`config.mk`:
```
export PLATFORM = sky130hd
export DESIGN_NAME = iso_dio_regs
export DESIGN_NICKNAME = d
export VERILOG_FILES = /design/src/rtl/dio_pkg.sv /design/src/rtl/dio_in_cond.sv /design/src/rtl/dio_irq_unit.sv /design/src/rtl/iso_dio_regs.sv
export SDC_FILE = /design/constraint.sdc
export NUM_CORES = 1
export LEC_CHECK = 0
export ABC_AREA = 1
export BUFFER_PORTS_ARGS = -buffer_cell sky130_fd_sc_hd__buf_2
export CORE_UTILIZATION = 55
export DETAILED_ROUTE_END_ITERATION = 12
export GPL_TIMING_DRIVEN = 0
export PLACE_DENSITY = 0.76
export SETUP_SLACK_MARGIN = 0.1
export SYNTH_ARGS = -nofsm -noshare
export SYNTH_HDL_FRONTEND = slang
export SYNTH_SLANG_ARGS = --single-unit
```
`constraint.sdc`:
```
create_clock -name clk -period 2 [get_ports clk]
set_clock_uncertainty 0.05 [all_clocks]
set_input_delay 0.3 -clock clk [delete_from_list [all_inputs] [get_ports clk]]
set_output_delay 0.3 -clock clk [all_outputs]
set_load 0.03 [all_outputs]
```
`src/rtl/dio_pkg.sv`:
```
package dio_pkg;

  localparam int DW = 8;
  localparam int AW = 3;

  typedef enum logic [AW-1:0] {
    A_OUT_LO  = 3'd0,
    A_IN_LO   = 3'd1,
    A_IRQ_CTL = 3'd2,
    A_FILT    = 3'd3,
    A_OUT_HI  = 3'd4,
    A_IN_HI   = 3'd5,
    A_STAT    = 3'd6,
    A_SPARE   = 3'd7
  } reg_addr_e;

  // status byte layout: [0] low half changed, [1] high half changed, [2] any pending
  function automatic logic [DW-1:0] pack_status(input logic lo_seen, input logic hi_seen);
    return {5'b0, lo_seen | hi_seen, hi_seen, lo_seen};
  endfunction

  // the device is the interrupt source only with a half bit and the summary bit set
  function automatic logic status_is_ours(input logic [DW-1:0] s);
    return (|s[1:0]) & s[2];
  endfunction

  // a line takes a new level when it differs and either filtering is off or the hold is done
  function automatic logic accept_level(input logic differs, input logic filt, input logic hold_done);
    return differs & (~filt | hold_done);
  endfunction

endpackage

```
`src/rtl/dio_in_cond.sv`:
```
module dio_in_cond #(
  parameter int LINES  = 16,
  parameter int STABLE = 4
) (
  input  logic             clk,
  input  logic             rst_n,
  input  logic             filt_en,
  input  logic [LINES-1:0] raw,
  output logic [LINES-1:0] clean,
  output logic [LINES-1:0] chg
);
  localparam int CW = (STABLE > 1) ? $clog2(STABLE) : 1;
  localparam logic [CW-1:0] LAST = CW'(STABLE - 1);

  logic [LINES-1:0] sync1, sync2;

  always_ff @(posedge clk) begin
    if (!rst_n) begin
      sync1 <= '0;
      sync2 <= '0;
    end else begin
      sync1 <= raw;
      sync2 <= sync1;
    end
  end

  for (genvar g = 0; g < LINES; g++) begin : g_line
    logic [CW-1:0] hold_cnt;
    logic          lvl_q;
    logic          differs;
    logic          take;

    assign differs = sync2[g] ^ lvl_q;
    assign take    = dio_pkg::accept_level(differs, filt_en, hold_cnt == LAST);

    always_ff @(posedge clk) begin
      if (!rst_n) begin
        hold_cnt <= '0;
        lvl_q    <= 1'b0;
      end else if (!differs) begin
        hold_cnt <= '0;
      end else if (take) begin
        lvl_q    <= sync2[g];
        hold_cnt <= '0;
      end else begin
        hold_cnt <= hold_cnt + 1'b1;
      end
    end

    assign clean[g] = lvl_q;
    assign chg[g]   = take;
  end

endmodule

```
`src/rtl/dio_irq_unit.sv`:
```
module dio_irq_unit #(
  parameter int LINES = 16
) (
  input  logic                   clk,
  input  logic                   rst_n,
  input  logic [LINES-1:0]       chg,
  input  logic                   ack,
  input  logic                   arm,
  input  logic                   disarm,
  output logic                   irq_en,
  output logic [dio_pkg::DW-1:0] stat,
  output logic                   irq
);
  localparam int HALF = LINES / 2;

  logic lo_hit, hi_hit;
  logic seen_lo, seen_hi;

  assign lo_hit = |chg[HALF-1:0];
  assign hi_hit = |chg[LINES-1:HALF];

  // a new edge in the acknowledge cycle is kept so that no event is lost
  always_ff @(posedge clk) begin
    if (!rst_n) begin
      seen_lo <= 1'b0;
      seen_hi <= 1'b0;
      irq_en  <= 1'b0;
    end else begin
      if (lo_hit)   seen_lo <= 1'b1;
      else if (ack) seen_lo <= 1'b0;
      if (hi_hit)   seen_hi <= 1'b1;
      else if (ack) seen_hi <= 1'b0;
      if (disarm)   irq_en  <= 1'b0;
      else if (arm) irq_en  <= 1'b1;
    end
  end

  assign stat = dio_pkg::pack_status(seen_lo, seen_hi);
  assign irq  = stat[2] & irq_en;

endmodule

```
`src/rtl/iso_dio_regs.sv`:
```
module iso_dio_regs #(
  parameter int STABLE_CYCLES = 4
) (
  input  logic        clk,
  input  logic        rst_n,
  input  logic [2:0]  bus_addr,
  input  logic        bus_wr,
  input  logic        bus_rd,
  input  logic [7:0]  bus_wdata,
  output logic [7:0]  bus_rdata,
  output logic [15:0] out_pins,
  input  logic [15:0] in_pins,
  output logic        irq
);
  import dio_pkg::*;

  localparam int LINES = 2 * DW;
  localparam int NREG  = 1 << AW;

  logic [NREG-1:0]  sel, wr_sel, rd_sel;
  logic [DW-1:0]    out_lo, out_hi;
  logic [LINES-1:0] clean, chg;
  logic [DW-1:0]    stat_byte;
  logic [DW-1:0]    rd_mux;
  logic             filt_en;
  logic             irq_en;
  logic             any_chg;

  assign sel    = NREG'(1) << bus_addr;
  assign wr_sel = sel & {NREG{bus_wr}};
  assign rd_sel = sel & {NREG{bus_rd}};

  // output bytes
  always_ff @(posedge clk) begin
    if (!rst_n) begin
      out_lo <= '0;
      out_hi <= '0;
    end else begin
      if (wr_sel[A_OUT_LO]) out_lo <= bus_wdata;
      if (wr_sel[A_OUT_HI]) out_hi <= bus_wdata;
    end
  end
  assign out_pins = {out_hi, out_lo};

  // filter flag: access type decides, write wins
  always_ff @(posedge clk) begin
    if (!rst_n)                filt_en <= 1'b0;
    else if (wr_sel[A_FILT])   filt_en <= 1'b0;
    else if (rd_sel[A_FILT])   filt_en <= 1'b1;
  end

  dio_in_cond #(.LINES(LINES), .STABLE(STABLE_CYCLES)) in_cond_i (
    .clk     (clk),
    .rst_n   (rst_n),
    .filt_en (filt_en),
    .raw     (in_pins),
    .clean   (clean),
    .chg     (chg)
  );

  assign any_chg = |chg;

  dio_irq_unit #(.LINES(LINES)) irq_unit_i (
    .clk    (clk),
    .rst_n  (rst_n),
    .chg    (chg),
    .ack    (wr_sel[A_IN_LO]),
    .arm    (rd_sel[A_IRQ_CTL]),
    .disarm (wr_sel[A_IRQ_CTL]),
    .irq_en (irq_en),
    .stat   (stat_byte),
    .irq    (irq)
  );

  always_comb begin
    case (reg_addr_e'(bus_addr))
      A_OUT_LO: rd_mux = out_lo;
      A_IN_LO:  rd_mux = clean[DW-1:0];
      A_OUT_HI: rd_mux = out_hi;
      A_IN_HI:  rd_mux = clean[LINES-1:DW];
      A_STAT:   rd_mux = stat_byte;
      default:  rd_mux = '0;
    endcase
  end

  always_ff @(posedge clk) begin
    if (!rst_n)      bus_rdata <= '0;
    else if (bus_rd) bus_rdata <= rd_mux;
  end

endmodule

```
==> metrics.md <==
| Metric | Value |
|---|---|
| Area growth, synth to finish | 13.1% |
| Clock tree root driver cell | clkbuf_8 |
| Max stage delay on crit path | 0.36 ns |
| Final Hold Viols | 0 |
| Clk Latency, worst-skew pair | 0.37 ns |
| Outcome | finished clean |
| DRC errors left | 0 |
| R2R setup slack | 0.55 ns |
| Avg Inst Size Synth | 7.73 µm² |
| Largest net degree at the start of global routing | 18 |
| Post-Route WL | 9590 µm |
| Global-route wire length before repair | 16,300 µm |
| Max Used Layer | met4 |
| WL per Instance | 12.7 µm |
| Crit-path max FO | 3 |
| CP arrival | 1.20 ns |
| Crit path cell chain | inv_1, a21oi_1, buf_2 |
| Clk slew on worst S/H paths | 0.10 ns |
| DR vias | 3,793 |
| Crit path max-delay cell type | dfxtp_1 |
| Max-slew violations | 0 |
| Overall global routing resource usage | 24.4% |
| RSZ-0062 raised after global routing | false |
| Synth top area share | 47.9% |
| Ys flop type | dfxtp_1 |
| Rel. slew slack | 59.5% |
| Final Wtd Congestion | 0.876 |
| IO Port Bufs | 52 |
| Sequential-to-total area share from yosys stat | 47.9% |
| Req. time, crit path | 1.65 ns |
| Critical path class | flop to output port |
| Worst min path class | input port to flop |
| Chip height | 92.6 µm |
| Number of synthesized flops with an enable pin | 0 |
| Post-route cell area | 5100 µm² |
| CTS tree | done |
| Clk buf depth | 2 |
| Startpoint types | flop |
| Top cells by count, synth | inv_1 (111), dfxtp_1 (108), nand2_1 (104), nor2_1 (53), nand3_1 (46) |
| YS warnings | 0 |
| Post-CTS Setup Bufs | 0 |
| Cells after synthesis | 584 |
| Final Non-Filler Cells | 754 |
| CP endpoint kind | output port |
| # rows | 32 |
| Syn nets | 631 |
| TritonRoute pass-1 iters | 4 |
| Final setup viols | 0 |
| Nets | 694 |
| Synth top area cells | dfxtp_1 (48%), inv_1 (9.2%), nand2_1 (8.6%) |
| Half-perimeter wire length after placement | 7280 µm |
| CTS Hold Bufs | 0 |
| Setup TNS | 0 ns |
| Max-cap violation count | 0 |
| Period utilization | 77.3% |
| # resized after CTS | 0 |
| Top-Level Pins | 56 |
| Placeable core area | 7850 µm² |
| Top-count cell post-synth | inv_1 |
| Mapped cell area | 4510 µm² |
| CTS Sinks | 108 |
| Vias per inst | 5.03 |
| Die area | 8570 µm² |
| Placed Cells | 738 |
| Metal3 WL | 471 µm |
| TritonCTS Buffers | 9 |
| PD cells | 775 nW/µm² |
| Initial Util | 57.5% |
| Wl on met1 | 4180 µm |
| Die Wd | 92.6 µm |
| Number of global-route vias before repair | 3,627 |
| Post-route ant nets | 0 |
| Peak supply drop | 0.000435 V |
| Yosys cell types | 29 |
| Leak | 2.65 nW |
| Antenna diodes | 0 |
| Final min period | 1.55 ns |
| Iter 0 DRT Violations | 163 |
| Met2 wire length | 4680 µm |
| Layout cells sized above 1 | 16.0% |
| Fmax | 646 MHz |
| Initial antenna violation count | 0 |
| Total grt overflow | 0 |
| Number of H-tree levels | 3 |
| Filler cells | 704 |
| Placed cell areas | 4900 µm² |
| Slew at the pin with the worst max-slew slack | 0.608 ns |
| Async SR Flop Fraction | 0% |
| Largest area contributor in the netlist | dfxtp_1 |
| Register bit total from synthesis | 108 |
==> critical path: cells and delay by family (launching register included) <==
kind                   cells  cell delay (ns)
AOI/OAI and AO/OA          1             0.18
buffers and inverters      2             0.29
DFF                        1             0.36
==> layout make-up <==
| class | instances | area (µm²) | share of cell area, % |
|---|---|---|---|
| clock inverters | 5 | 60.1 | 1.18 |
| clock buffers | 11 | 141 | 2.77 |
| repair buffers | 52 | 260 | 5.10 |
| inverters | 114 | 433 | 8.48 |
| multi-input cells | 341 | 1770 | 34.6 |
| well taps | 102 | 128 | 2.50 |
| plain buffers | 21 | 150 | 2.94 |
| flip-flops and latches | 108 | 2160 | 42.4 |
==> power breakdown <==
group | switching (W) | internal, W
clock | 0.000723 | 0.000619
combinational | 0.000232 | 0.000125
sequential | 0.0000435 | 0.00221
==> cells by family (layout without fill, tap and decap cells) <==
kind of cell | Yosys count | count (layout) | share of synthesized area [%]
and+or+nand+nor | 250 | 250 | 25.6
buffers and inverters | 135 | 203 | 12.9
DFF | 108 | 108 | 47.9
AOI/OAI and AO/OA | 71 | 71 | 8.32
adders and majority gates | 16 | 16 | 4.44
xor gates and xnor gates | 4 | 4 | 0.776
==> layer usage <==
| layer | global-route usage [%] | vias to the layer above |
|---|---|---|
| met5 | 0 | - |
| met4 | 12.6 | 0 |
| met3 | 3.78 | 18 |
| met2 | 42.3 | 101 |
| met1 | 28.9 | 1722 |
| li1 | - | 1952 |
==> state kept, by name, indices dropped and copies added (netlist names), 8 cells and up <==
register and count:
in_cond_i.g_line.lvl_q 16, out_lo 8, in_cond_i.sync1 16, out_hi 8
in_cond_i.sync2 16, in_cond_i.g_line.hold_cnt 32, bus_rdata 8
==> cells in the final DEF (no fill, tap or decap), types with 2 or more instances in the layout <==
master / count
nand3_1: 46
clkbuf_1: 5
inv_4: 2
or2_1: 3
nor2_4: 2
buf_4: 5
a21oi_2: 2
xor2_1: 4
o21ai_0: 29
dfxtp_1: 108
nor2_1: 53
o21bai_1: 3
nand2_1: 104
a21oi_1: 33
buf_6: 6
o21ai_1: 3
buf_2: 58
nand4_1: 29
ha_1: 16
inv_1: 111
nand2_2: 2
or2_2: 6
clkbuf_8: 10
==> per-stage QoR <==
| stage | hold WS (ns) | power [W] | utilization [%] | setup slack [ns] |
|---|---|---|---|---|
| after CTS | 0.0469 | 0.00398 | 65.0 | 0.455 |
| final | 0.0567 | 0.00396 | 65.0 | 0.453 |
| after global placement | 0.343 | 0.00265 | 62.5 | 0.593 |
| after global routing | 0.0579 | 0.00411 | 65.0 | 0.386 |
| after floorplan | 0.340 | 0.00254 | - | 0.783 |
| after detailed placement | 0.354 | 0.00266 | 62.5 | 0.586 |
==> path summary, 6_finish.rpt <==
path,from,to,cells after the start
min reg2reg,in_cond_i.sync1[9]$_SDFF_PN0_,in_cond_i.sync2[9]$_SDFF_PN0_,2
max,irq_unit_i.seen_hi$_SDFFE_PN0P_,irq,3
min,in_pins[7],in_cond_i.sync1[7]$_SDFF_PN0_,3
max reg2reg,filt_en$_SDFFE_PP0P_,irq_unit_i.seen_lo$_SDFFE_PN0P_,8
(Power assumes the default switching activity.)
